File: config.mk
export PLATFORM = sky130hd
export DESIGN_NAME = macro_call_gather
export DESIGN_NICKNAME = d
export VERILOG_FILES = /design/src/rtl/mtc_pkg.sv /design/src/rtl/mtc_decode.sv /design/src/rtl/mtc_step_ptr.sv /design/src/rtl/mtc_param_buf.sv /design/src/rtl/mtc_bind_table.sv /design/src/rtl/macro_call_gather.sv
export SDC_FILE = /design/constraint.sdc
export NUM_CORES = 1
export LEC_CHECK = 0
export BUFFER_PORTS_ARGS = -buffer_cell sky130_fd_sc_hd__buf_2
export CORE_MARGIN = 5
export CORE_UTILIZATION = 60
export CTS_CLUSTER_DIAMETER = 40
export DETAILED_ROUTE_END_ITERATION = 8
export PLACE_DENSITY = 0.77
export SYNTH_ARGS = -nofsm -noshare
export SYNTH_HDL_FRONTEND = slang
export SYNTH_SLANG_ARGS = --single-unit
File: constraint.sdc
create_clock -name clk -period 9.1 [get_ports clk]
set_input_delay 1.82 -clock clk [delete_from_list [all_inputs] [get_ports clk]]
set_output_delay 1.82 -clock clk [all_outputs]
set_load 0.01 [all_outputs]
File: src/rtl/mtc_pkg.sv
package mtc_pkg;
  typedef enum logic [2:0] {
    K_NONE,
    K_MACRO,
    K_UP_ADDR,
    K_UP_DATA,
    K_BIND_PTR,
    K_BIND_DATA
  } wr_kind_e;
endpackage

File: src/rtl/mtc_decode.sv
module mtc_decode
  import mtc_pkg::*;
#(
  parameter int MW = 13,
  parameter logic [MW-1:0] BASE      = 13'hE00,
  parameter logic [MW-1:0] UP_ADDR   = 13'h0A0,
  parameter logic [MW-1:0] UP_DATA   = 13'h0A1,
  parameter logic [MW-1:0] BIND_PTR  = 13'h0A2,
  parameter logic [MW-1:0] BIND_DATA = 13'h0A3
) (
  input  logic [MW-1:0] method,
  output wr_kind_e      kind
);
  always_comb begin
    if (method >= BASE)           kind = K_MACRO;
    else if (method == UP_ADDR)   kind = K_UP_ADDR;
    else if (method == UP_DATA)   kind = K_UP_DATA;
    else if (method == BIND_PTR)  kind = K_BIND_PTR;
    else if (method == BIND_DATA) kind = K_BIND_DATA;
    else                          kind = K_NONE;
  end
endmodule

File: src/rtl/mtc_step_ptr.sv
module mtc_step_ptr #(
  parameter int W = 8
) (
  input  logic         clk,
  input  logic         rst,
  input  logic         load,
  input  logic [W-1:0] load_val,
  input  logic         step,
  output logic [W-1:0] q
);
  always_ff @(posedge clk) begin
    if (rst)       q <= '0;
    else if (load) q <= load_val;
    else if (step) q <= q + 1'b1;
  end
endmodule

File: src/rtl/mtc_param_buf.sv
module mtc_param_buf #(
  parameter int DW    = 32,
  parameter int DEPTH = 32,
  localparam int AW   = $clog2(DEPTH),
  localparam int CW   = $clog2(DEPTH + 1)
) (
  input  logic          clk,
  input  logic          rst,
  input  logic          clr,
  input  logic          push,
  input  logic [DW-1:0] push_data,
  output logic          full,
  output logic [CW-1:0] cnt,
  input  logic [AW-1:0] rd_addr,
  output logic [DW-1:0] rd_data
);
  logic [DW-1:0] mem [DEPTH];

  assign full = (cnt == CW'(DEPTH));

  // storage without reset so that a block RAM can hold it
  always_ff @(posedge clk) begin
    if (push && !full) mem[cnt[AW-1:0]] <= push_data;
    rd_data <= mem[rd_addr];
  end

  always_ff @(posedge clk) begin
    if (rst || clr)          cnt <= '0;
    else if (push && !full)  cnt <= cnt + 1'b1;
  end
endmodule

File: src/rtl/mtc_bind_table.sv
module mtc_bind_table #(
  parameter int PW    = 12,
  parameter int DEPTH = 16,
  localparam int IW   = $clog2(DEPTH)
) (
  input  logic          clk,
  input  logic          wr_en,
  input  logic [IW-1:0] wr_idx,
  input  logic [PW-1:0] wr_data,
  input  logic [IW-1:0] rd_idx,
  output logic [PW-1:0] rd_data
);
  logic [PW-1:0] mem [DEPTH];

  always_ff @(posedge clk) begin
    if (wr_en) mem[wr_idx] <= wr_data;
    rd_data <= mem[rd_idx];
  end
endmodule

File: src/rtl/macro_call_gather.sv
module macro_call_gather
  import mtc_pkg::*;
#(
  parameter int MW          = 13,
  parameter int DW          = 32,
  parameter int PW          = 12,
  parameter int CAW         = 12,
  parameter int PBUF_DEPTH  = 32,
  parameter int BIND_DEPTH  = 16,
  parameter logic [MW-1:0] MACRO_BASE  = 13'hE00,
  parameter logic [MW-1:0] M_UP_ADDR   = 13'h0A0,
  parameter logic [MW-1:0] M_UP_DATA   = 13'h0A1,
  parameter logic [MW-1:0] M_BIND_PTR  = 13'h0A2,
  parameter logic [MW-1:0] M_BIND_DATA = 13'h0A3,
  localparam int PAW = $clog2(PBUF_DEPTH),
  localparam int PCW = $clog2(PBUF_DEPTH + 1),
  localparam int BIW = $clog2(BIND_DEPTH)
) (
  input  logic           clk,
  input  logic           rst,
  input  logic           wr_valid,
  input  logic [MW-1:0]  wr_method,
  input  logic [DW-1:0]  wr_data,
  input  logic           wr_last,
  input  logic           exec_done,
  input  logic [PAW-1:0] prm_rd_addr,
  output logic [DW-1:0]  prm_rd_data,
  output logic           exec_start,
  output logic [PW-1:0]  exec_pos,
  output logic [PCW-1:0] exec_count,
  output logic           busy,
  output logic           code_we,
  output logic [CAW-1:0] code_addr,
  output logic [DW-1:0]  code_data,
  output logic           seq_err,
  output logic           ovf
);
  wr_kind_e       kind;
  logic [MW-1:0]  cur_q;
  logic           busy_q, fire_q, start_q, err_q, ovf_q;
  logic [PW-1:0]  pos_q;
  logic [PCW-1:0] count_q;
  logic           cwe_q;
  logic [CAW-1:0] caddr_q;
  logic [DW-1:0]  cdata_q;

  logic           in_prog, is_macro, start_ok, arg_ok, take, seq_bad, ctrl;
  logic           dispatch, buf_full, spill;
  logic [PCW-1:0] buf_cnt;
  logic [MW-1:0]  entry_off;
  logic [BIW-1:0] tbl_idx, bind_ptr;
  logic [PW-1:0]  tbl_pos;
  logic [CAW-1:0] up_addr;

  mtc_decode #(
    .MW(MW), .BASE(MACRO_BASE), .UP_ADDR(M_UP_ADDR), .UP_DATA(M_UP_DATA),
    .BIND_PTR(M_BIND_PTR), .BIND_DATA(M_BIND_DATA)
  ) u_dec (
    .method (wr_method),
    .kind   (kind)
  );

  assign in_prog  = (cur_q != '0);
  assign is_macro = wr_valid && (kind == K_MACRO);
  assign start_ok = is_macro && !in_prog && !busy_q && !wr_method[0];
  assign arg_ok   = wr_valid && in_prog && (wr_method == cur_q + MW'(1));
  assign take     = start_ok || arg_ok;
  assign seq_bad  = (is_macro && !in_prog && !start_ok) ||
                    (wr_valid && in_prog && !arg_ok);
  assign ctrl     = wr_valid && !in_prog;
  assign dispatch = take && wr_last;
  assign spill    = take && buf_full;

  assign entry_off = (wr_method - MACRO_BASE) >> 1;
  assign tbl_idx   = BIW'(entry_off % MW'(BIND_DEPTH));

  mtc_param_buf #(.DW(DW), .DEPTH(PBUF_DEPTH)) u_pbuf (
    .clk       (clk),
    .rst       (rst),
    .clr       (fire_q),
    .push      (take),
    .push_data (wr_data),
    .full      (buf_full),
    .cnt       (buf_cnt),
    .rd_addr   (prm_rd_addr),
    .rd_data   (prm_rd_data)
  );

  mtc_step_ptr #(.W(BIW)) u_bptr (
    .clk      (clk),
    .rst      (rst),
    .load     (ctrl && kind == K_BIND_PTR),
    .load_val (wr_data[BIW-1:0]),
    .step     (ctrl && kind == K_BIND_DATA),
    .q        (bind_ptr)
  );

  mtc_bind_table #(.PW(PW), .DEPTH(BIND_DEPTH)) u_tbl (
    .clk     (clk),
    .wr_en   (ctrl && kind == K_BIND_DATA),
    .wr_idx  (bind_ptr),
    .wr_data (wr_data[PW-1:0]),
    .rd_idx  (tbl_idx),
    .rd_data (tbl_pos)
  );

  mtc_step_ptr #(.W(CAW)) u_uptr (
    .clk      (clk),
    .rst      (rst),
    .load     (ctrl && kind == K_UP_ADDR),
    .load_val (wr_data[CAW-1:0]),
    .step     (ctrl && kind == K_UP_DATA),
    .q        (up_addr)
  );

  // call sequencing and handoff
  always_ff @(posedge clk) begin
    if (rst) begin
      cur_q   <= '0;
      busy_q  <= 1'b0;
      fire_q  <= 1'b0;
      start_q <= 1'b0;
      pos_q   <= '0;
      count_q <= '0;
      err_q   <= 1'b0;
      ovf_q   <= 1'b0;
    end else begin
      fire_q  <= dispatch;
      start_q <= fire_q;
      if (dispatch)      cur_q <= '0;
      else if (start_ok) cur_q <= wr_method;
      if (dispatch)                    busy_q <= 1'b1;
      else if (exec_done && !fire_q)   busy_q <= 1'b0;
      if (fire_q) begin
        pos_q   <= tbl_pos;
        count_q <= buf_cnt;
      end
      if (seq_bad) err_q <= 1'b1;
      if (spill)   ovf_q <= 1'b1;
    end
  end

  // microcode upload port
  always_ff @(posedge clk) begin
    if (rst) begin
      cwe_q   <= 1'b0;
      caddr_q <= '0;
      cdata_q <= '0;
    end else begin
      cwe_q <= ctrl && (kind == K_UP_DATA);
      if (ctrl && kind == K_UP_DATA) begin
        caddr_q <= up_addr;
        cdata_q <= wr_data;
      end
    end
  end

  assign exec_start = start_q;
  assign exec_pos   = pos_q;
  assign exec_count = count_q;
  assign busy       = busy_q;
  assign code_we    = cwe_q;
  assign code_addr  = caddr_q;
  assign code_data  = cdata_q;
  assign seq_err    = err_q;
  assign ovf        = ovf_q;
endmodule

## Word-level counts from Yosys, hierarchy flattened

Memories as Yosys holds them, arrays and structs flattened. A register that Yosys moved wholly into a read port is not among the register bits.
Index checks and enable logic that the tools add are counted.

| word-level totals | value |
|---|---|
| output and inout port bits | 99 |
| flip-flop bits (word level) | 103 |
| memory bits (writable) | 1216 |
| memories kept | 2 |

| operators by class | value |
|---|---|
| reductions and logical operators | 32 |
| add/subtract/negate cells | 5 |
| equality and inequality tests | 11 |
| order comparisons | 1 |
| multiplexer cells | 15 |

Memory list:

| memory | depth | bits a word | rd ports | clocked after Yosys merged registers in | write ports | line | source |
|---|---|---|---|---|---|---|---|
| u_pbuf.mem | 32 | 32 | 1 | 1 | 1 | mtc_param_buf.sv:17 | `logic [DW-1:0] mem [DEPTH];` |
| u_tbl.mem | 16 | 12 | 1 | 1 | 1 | mtc_bind_table.sv:13 | `logic [PW-1:0] mem [DEPTH];` |

Operators with widths:

| kind | count |
|---|---|
| $eq A13 B8 Y1 const B | 4 |
| $mux W12 | 2 |
| $logic_and A1 B1 Y1 | 17 |
| $mux W3 | 5 |
| $add A13 B1 Y13 const B | 1 |
| $eq A13 B13 Y1 | 1 |
| $ge A13 B12 Y1 const B | 1 |
| $reduce_bool A13 Y1 | 1 |
| $add A12 B1 Y12 const B | 1 |
| $mux W4 | 2 |
| $logic_not A1 Y1 | 7 |
| $add A6 B1 Y6 const B | 1 |
| $eq A3 B2 Y1 const B | 2 |
| $eq A3 B3 Y1 const B | 2 |
| $eq A6 B6 Y1 const B | 1 |
| $mux W1 | 6 |
| $reduce_bool A2 Y1 | 3 |
| $sub A5 B1 Y5 const B | 1 |
| $add A4 B1 Y4 const B | 1 |
| $eq A3 B1 Y1 const B | 1 |
| $logic_or A1 B1 Y1 | 3 |
| $reduce_or A2 Y1 | 1 |

## Depth between registers and ports, before layout

Gate-level depths: netlist (run 1).

| logic depth | value |
|---|---|
| word-level depth | 15 |
| gate-level depth with buffers | 10 |

## Modules after synthesis

Synthesis (run 1) repeated with hierarchy kept, for this count alone.

| second synthesis, totals | value |
|---|---|
| cells, all modules | 3166 |
| area, all modules | 52914.5 um^2 |

By module, submodules not included:

| module | cells each | times used | sequential area each (um^2) | area each (um^2) |
|---|---|---|---|---|
| mtc_param_buf | 2300 | 1 | 31510.2 | 40840.4 |
| mtc_bind_table | 329 | 1 | 6005.8 | 7599.8 |
| macro_call_gather | 423 | 1 | 1621.6 | 3517.1 |
| mtc_step_ptr at u_uptr | 82 | 1 | 240.2 | 685.7 |
| mtc_step_ptr at u_bptr | 22 | 1 | 80.1 | 205.2 |
| mtc_decode | 10 | 1 | 0.0 | 66.3 |

## Worst setup path before layout (run 1)

OpenSTA, ideal clock, no wires.

| path | value |
|---|---|
| path type | in2reg |
| from | input wr_method[8] |
| to | memory u_pbuf.mem[20][0] (enable) |
| stages on the path | 8 |
| setup time | 0.501 ns |
| buffers on the path | 1 |
| data arrival time | 6.732 ns |
| data required time | 8.599 ns |
| path slack | 1.867 ns |
| cells stage by stage | xnor2_1 -> or4b_2 -> a311oi_1 -> o211ai_1 -> a211oi_2 -> a21oi_2 -> buf_6 -> nor4_1 |

| on the way | value |
|---|---|
| longest elaborated chain between the ends | 15 |
| elaborated cells between the ends (all ways) | 21 |

Ends and longest elaborated chain:

| item | line | source |
|---|---|---|
| start, declared | macro_call_gather.sv:22 | `input logic [MW-1:0] wr_method,` |
| $eq A13 B8 Y1 | mtc_decode.sv:19 | `else if (method == BIND_DATA) kind = K_BIND_DATA;` |
| $mux W3 | mtc_decode.sv:19 |  |
| $mux W3 | mtc_decode.sv:18 | `else if (method == BIND_PTR) kind = K_BIND_PTR;` |
| $mux W3 | mtc_decode.sv:17 | `else if (method == UP_DATA) kind = K_UP_DATA;` |
| $mux W3 | mtc_decode.sv:16 | `else if (method == UP_ADDR) kind = K_UP_ADDR;` |
| $mux W3 | mtc_decode.sv:15 | `if (method >= BASE) kind = K_MACRO;` |
| $eq A3 B1 Y1 | macro_call_gather.sv:64 | `assign is_macro = wr_valid && (kind == K_MACRO);` |
| $logic_and A1 B1 Y1 | macro_call_gather.sv:64 |  |
| $logic_and A1 B1 Y1 (3 in a row) | macro_call_gather.sv:65 | `assign start_ok = is_macro && !in_prog && !busy_q && !wr_method[0];` |
| $logic_or A1 B1 Y1 * | macro_call_gather.sv:67 | `assign take = start_ok \|\| arg_ok;` |
| $logic_and A1 B1 Y1 * | mtc_param_buf.sv:23 | `if (push && !full) mem[cnt[AW-1:0]] <= push_data;` |
| $mux W1 * | mtc_param_buf.sv:23 |  |
| $mux W1 (not written as such) * | mtc_param_buf.sv:23 |  |
| end, declared | mtc_param_buf.sv:17 |  |

Mark *: on every way between the ends. The rest lies on a longest branch, timed or not.

## Worst setup path after layout (run 1)

| path | value |
|---|---|
| from | input wr_method[8] |
| to | memory u_pbuf.mem[9][13] (enable) |

Same word-level chain as after synthesis.

==> run_results.csv, run 1 <==
group,metric,value,unit
finish,instances_no_fill,4041,
logic_synthesis,ys_seq_elements,1363,
finish,utilization,68.7,%
logic_synthesis,synth_top_family_by_area,"multiplexers",
status,outcome,"completed",
critical_path,cp.required,9.45,ns
sta,hold_viol,0,
min_path,min_path_type,"reg -> reg",
logic_synthesis,netlist_instances,2550,
drt,vias,26737,
min_path,hold_start,"code_data[13]",
critical_path,worstPathCellList,"buf_2 > xnor2_1 > or4b_2 > a311oi_1 > o21ai_0 > a2111oi_2 > o21ai_2 > nor2_4",
logic_synthesis,synth_cell_type_count,63,
sta,tns,0,ns
logic_synthesis,yosysSeqAreaShare,75.7,%
sta,maxSlewViolCount,0,
critical_path,cp_max_fo,32,
clocking,cts_hold_buf,0,
logic_synthesis,ys_async_sr_fraction,0,%
global_routing,antenna_found_initial,3,
critical_path,cp.arrival,5.63,ns
critical_path,critPathBufInv,1,
global_routing,grt-ovfl-total,0,
drt,first_pass_iters,6,
sta,whs,0.446,ns
sta,timing.fmax,189,MHz
die,dieArea,92900,um^2
place,place_area,54400,um^2
clocking,cts_buffers,150,
logic_synthesis,synth_mux_area_share,17.0,%
global_routing,grt_pass1_vias,27760,
die,initial_core_util,60.3,%
drt,initialDrtViolationCount,3187,
critical_path,critPathMaxStageDelay,1.09,ns
logic_synthesis,synth_edf_count,1216,
sta,period_needed,5.29,ns
clocking,worstSkewPairLatency,0.75,ns
die,ios,154,
sta,skew,0.0250,ns
critical_path,worst-setup-path-type,"in -> reg",
place,dp_hpwl,63.2,mm
logic_synthesis,yosys.area_share.simple,3.24,%
sta,setup_viol,0,
critical_path,cpMaxStageDelayCell,"nor2_4",
die,core-area,86500,um^2
logic_synthesis,synthAdderAreaFrac,0.264,%
job,cap_violations,0,
finish,diodes,0,
drt,wirelength,123,mm
clocking,clkTransAtPathRegs,0.05,ns
critical_path,critPathCaptureType,"flip-flop",
global_routing,grt_max_degree,148,
logic_synthesis,yosys_warnings,0,
clocking,cts_root_buffer,"clkbuf_16",
logic_synthesis,synth_xor_xnor_area_share,0.185,%
finish,multi_input_area,12300,um^2
drt,via_per_inst,6.62,
sta,finalCritPeriodShare,58.1,%
finish,regArea,39500,um^2
logic_synthesis,synthesis.nets,2616,
logic_synthesis,synthesis.area,52100,um^2
sta,relSlewSlack,9.75,%
place,place_ws,3.15,ns
clocking,htreeDepth,4,
finish,final_nets,2827,
clocking,cts_tree,"done",
drt,antenna_left,0,
logic_synthesis,syn_avg_cell_area,20.4,um^2
place,io_buffers,153,
logic_synthesis,synth_ff_type,"edfxtp_1",
finish,layout-drive-gt1-share,30.6,%
critical_path,crit_path_start_kind,"input pin",
die,fp.dieW,305,um
clocking,clockBufferDepth,3,
drt,drt_drc_violations_left,0,
sta,rsz0062_at_grt,"false",
global_routing,grt_usage,26.8,%
finish,fin_area,59400,um^2
clocking,cts.sinks,1363,
die,row_count,108,
global_routing,grt_pass1_wl,183,mm
die,die_h,305,um
clocking,postCtsSetupBuffers,0,
logic_synthesis,synth_compound_area_share,2.46,%
clocking,cts.repair.resized,0,
sta,setup_slack,3.81,ns
sta,worst_pin_slew,1.35,ns
power,power_density,228,nW/um^2
drt,wire_per_inst,30.5,um
place,place_inst,3764,
place,place_congestion,0.884,
critical_path,crit_start,"wr_method[8]",
finish,area_delta_synth_final,14.0,%
power,finalPower,13.6,mW
critical_path,cpLargestDelayFamily,"simple AND/OR/NAND/NOR gates",
critical_path,timing.rr.start,"cur_q[0]",
power,p_leak,19.1,nW
power,ir_worst_vdd,236,uV
finish,num-fill-cells,5125,
[where the power goes]
group	switching (mW)	total, mW	internal, mW
sequential	0.0201	6.87	6.85
clock	2.50	6.08	3.58
combinational	0.370	0.605	0.235
total	2.89	13.6	10.7
[Yosys cell counts, drive strengths merged (7+ instances only)]
cell | n | area, um^2
a31oi | 8 | 56.3
dfxtp | 147 | 2940
a21oi | 85 | 429
nor2b | 7 | 43.8
or3 | 9 | 56.3
ha | 11 | 138
buf | 42 | 178
a211oi | 17 | 183
nor3b | 8 | 60.1
clkbuf | 102 | 384
and3 | 9 | 56.3
nand3 | 21 | 105
edfxtp | 1216 | 36500
xnor2 | 9 | 78.8
nor4 | 24 | 163
nor2 | 79 | 297
nor3 | 15 | 75.1
a22oi | 15 | 113
mux2i | 72 | 721
inv | 16 | 60.1
nand2 | 158 | 593
mux4 | 344 | 7750
a221oi | 13 | 114
nand2b | 7 | 43.8
mux2 | 33 | 375
o21ai | 38 | 194
[layout make-up]
| class | instances | share of cell area (%) |
|---|---|---|
| sequential | 1363 | 66.4 |
| inverter | 16 | 0.101 |
| clock inverter | 97 | 1.68 |
| timing repair buffer | 203 | 2.01 |
| clock buffer | 180 | 6.77 |
| tap | 1155 | 2.43 |
| multi-input combinational | 1027 | 20.6 |
[path summary, 6_finish.rpt]
path / to / slack (ns) / depth (start not counted)
worst max-delay path: u_pbuf.mem[9][13] / 3.81 / 8
worst min-delay path: code_data[13] / 0.45 / 2
worst max register to register: u_pbuf.mem[9][13] / 4.46 / 8
worst min register to register: code_data[13] / 0.45 / 2
[flip-flops by register name (all words and copies together) (netlist names)]
name and cells:
u_pbuf.rd_data 32, code_we 1, seq_err 1, u_bptr.q 4, exec_count 6, u_pbuf.mem 1024, exec_start 1, u_pbuf.cnt 6
code_addr 12, u_tbl.mem 192, ovf 1, code_data 32, busy 1, u_tbl.rd_data 12, cur_q 13, u_uptr.q 12
fire_q 1, exec_pos 12
[tightest hold or removal path, cell delays in order, from the launching register on]
cell and delay (ns):
dfxtp_1 0.30, nand2_1 0.05, a21oi_1 0.05
[layer usage]
metal	routed length, um	share of wire (%)	vias to the layer above	GRT usage, %
li1	-	-	10922	-
met1	44700	36	13896	35.8
met2	62700	51	1651	44.6
met3	11100	9.0	266	5.31
met4	4850	3.9	2	10.5
met5	17	0.014	-	0
[cells by family after synthesis]
kind of cell,Yosys count
multiplexers,449
XOR/XNOR,11
buffers and inverters,160
adder cells (fa/ha/maj),11
flip-flops,1363
AND/OR/NAND/NOR,359
AO/OA/AOI/OAI,197
[layout by cell type, fill, tap and decap left out, drive strengths merged, types with 7 or more instances in the layout]
cell      netlist  routed
a211oi         17      17
a21oi          85      85
a221oi         13      13
a22oi          15      15
a31oi           8       8
and3            9       9
buf            42     203
bufinv          0      13
clkbuf        102     180
clkinv          0      52
clkinvlp        0      11
dfxtp         147     147
edfxtp       1216    1216
ha             11      11
inv            16      37
mux2           33      33
mux2i          72      72
mux4          344     344
nand2         158     158
nand2b          7       7
nand3          21      21
nor2           79      79
nor2b           7       7
nor3           15      15
nor3b           8       8
nor4           24      24
o21ai          38      38
or3             9       9
xnor2           9       9
Note: power is estimated with default switching activity, not from simulation.
==> run 2: changes to the inputs <==
--- a/config.mk
+++ b/config.mk
@@ -7,10 +7,10 @@
 export LEC_CHECK = 0
 export BUFFER_PORTS_ARGS = -buffer_cell sky130_fd_sc_hd__buf_2
 export CORE_MARGIN = 5
-export CORE_UTILIZATION = 60
+export CORE_UTILIZATION = 56
 export CTS_CLUSTER_DIAMETER = 40
 export DETAILED_ROUTE_END_ITERATION = 8
-export PLACE_DENSITY = 0.77
+export PLACE_DENSITY = 0.76
 export SYNTH_ARGS = -nofsm -noshare
 export SYNTH_HDL_FRONTEND = slang
 export SYNTH_SLANG_ARGS = --single-unit
==> constraint.sdc (replaced) <==
create_clock -name clk -period 4.5 [get_ports clk]
set_input_delay 0.9 -clock clk [delete_from_list [all_inputs] [get_ports clk]]
set_output_delay 0.9 -clock clk [all_outputs]
set_load 0.01 [all_outputs]
==> run 2 against run 1 <==
  * Utilization shrank 3.5 points
  * Worst hold slack improved by 0.00053 ns
  * Sequential share of layout area is 1.3 points lower
  * Non-clock buffer count up 47
  * Via count up 0.22%
  * Setup slack worse by 3.2 ns
  * Total power increased by 100%
  * Cell count increased by 3.8%
  * Die area grew 6.9%
  * Routed wire length rose by 0.48%
  * Design area grew 2.0%
  * Critical endpoint is now u_pbuf.mem[31][26]
  * Largest power group unchanged
==> run_results.csv, run 2 (synthesis gave the netlist of run 1 again) <==
group,metric,value,unit
clocking,htreeDepth,4,
global_routing,grt-ovfl-total,0,
critical_path,r2r_cells,8,
critical_path,cp.depth,8,
critical_path,critPathCaptureType,"flip-flop",
finish,instances_no_fill,4196,
critical_path,worstPathCellList,"ha_1 > or4b_1 > a311oi_1 > o21ai_0 > nor2_1 > a31oi_2 > nor3_2 > buf_4",
sta,setup_viol,0,
clocking,clockBufferDepth,3,
global_routing,grt_max_degree,76,
power,p_leak,19.5,nW
sta,setup_slack,0.605,ns
finish,final_nets,2878,
drt,drt_drc_violations_left,0,
global_routing,grt_pass1_vias,27213,
critical_path,r2r_end,"u_pbuf.mem[31][26]",
clocking,cts_tree,"done",
sta,timing.fmax,257,MHz
clocking,clkTransAtPathRegs,0.06,ns
power,ir_worst_vdd,396,uV
sta,finalCritPeriodShare,86.6,%
sta,hold_viol,0,
power,power_density,455,nW/um^2
sta,tns,0,ns
sta,rsz0062_at_grt,"false",
critical_path,worst-setup-path-type,"reg -> reg",
finish,layout-drive-gt1-share,31.5,%
clocking,cts.sinks,1363,
die,initial_core_util,56.1,%
critical_path,rrSetupSlack,0.60,ns
critical_path,cpMaxStageDelayCell,"dfxtp_1",
critical_path,cp_max_fo,19,
critical_path,critPathMaxStageDelay,0.48,ns
critical_path,cpLargestDelayFamily,"simple AND/OR/NAND/NOR gates",
place,dp_hpwl,72.5,mm
sta,whs,0.447,ns
drt,first_pass_iters,7,
critical_path,crit_start,"cur_q[0]",
place,io_buffers,153,
min_path,min_path_type,"reg -> reg",
place,place_area,55500,um^2
place,place_congestion,0.843,
drt,wire_per_inst,29.5,um
finish,top_regs,"u_pbuf.mem (1024), u_tbl.mem (192)",
drt,vias,26795,
place,place_inst,3910,
finish,area_delta_synth_final,16.4,%
finish,top_register,"u_pbuf.mem",
critical_path,crit_path_start_kind,"flip-flop",
finish,final_common_cell,"edfxtp_1",
sta,skew,0.0324,ns
die,row_count,112,
drt,wirelength,124,mm
min_path,hold_start,"code_data[15]",
die,ios,154,
drt,initialDrtViolationCount,3121,
power,finalPower,27.6,mW
finish,largest_register_ffs,1024,
global_routing,grt_pass1_wl,184,mm
clocking,postCtsSetupBuffers,0,
die,die_h,315,um
status,outcome,"completed",
finish,final_cell_mix,"edfxtp_1 (1216), mux4_2 (344), nand2_1 (158)",
global_routing,grt_usage,25.3,%
sta,period_needed,3.90,ns
clocking,cts_buffers,154,
critical_path,setup.worst_path.end,"u_pbuf.mem[31][26]",
critical_path,cp.arrival,4.31,ns
job,cap_violations,0,
die,dieArea,99300,um^2
drt,antenna_left,0,
critical_path,timing.rr.start,"cur_q[0]",
sta,relSlewSlack,13.4,%
clocking,cts_hold_buf,0,
sta,worst_pin_slew,1.30,ns
clocking,cts_root_buffer,"clkbuf_16",
place,place_ws,0.0708,ns
finish,fin_area,60700,um^2
critical_path,cp.required,4.92,ns
die,fp.dieW,315,um
die,core-area,92900,um^2
critical_path,critPathBufInv,1,
clocking,cts.repair.resized,0,
finish,utilization,65.3,%
global_routing,antenna_found_initial,9,
drt,via_per_inst,6.39,
sta,maxSlewViolCount,0,
clocking,worstSkewPairLatency,0.76,ns
-- run 2: changes by cell type in the layout (fill, tap and decap cells not counted), sizes merged --
| cell | before | now |
|---|---|---|
| clkbuf | 180 | 176 |
| clkinvlp | 11 | 10 |
| inv | 37 | 38 |
| diode | 0 | 3 |
| clkinv | 52 | 62 |
| buf | 203 | 250 |
-- run 2: worst min-delay path, delay by kind of cell (launching register included) --
| kind | cells | cell delay [ns] |
|---|---|---|
| DFF | 1 | 0.30 |
| and+or+nand+nor | 1 | 0.05 |
| AOI/OAI and AO/OA | 1 | 0.05 |
-- run 2: where the power goes --
| group | internal (mW) | total, mW | switching, mW | leakage (nW) |
|---|---|---|---|---|
| Clock | 7.24 | 12.4 | 5.18 | 2.48 |
| Sequential | 13.8 | 13.9 | 0.0345 | 12.1 |
| Combinational | 0.501 | 1.31 | 0.810 | 4.93 |
| Total | 21.6 | 27.6 | 6.02 | 19.5 |
-- run 2: area by class of cell --
cell class / count / area, um^2
Tap cell: 1254 / 1570
Timing Repair Buffer: 250 / 2040
Clock inverter: 107 / 1140
Inverter: 16 / 60.1
Multi-Input combinational cell: 1027 / 12400
Clock buffer: 176 / 3980
Antenna cell: 3 / 7.51
Fill cell: 5807 / 32200
Sequential cell: 1363 / 39500
-- run 2: how the worst min path moves through the flow --
stage	to	slack, ns	depth (start not counted)
2_1_floorplan	exec_pos[10]	0.44	2
3_3_place_gp	code_data[27]	0.43	2
3_5_place_dp	code_data[16]	0.44	2
4_1_cts	code_data[15]	0.45	2
5_1_grt	code_data[5]	0.47	2
6_report	code_data[15]	0.45	2
-- run 2: metal layers --
layer | global-route usage, % | part of all wire [%]
met1 | 36.6 | 39
met5 | 0 | 0.040
met2 | 40.3 | 50
met3 | 5.46 | 9.1
met4 | 6.37 | 2.1
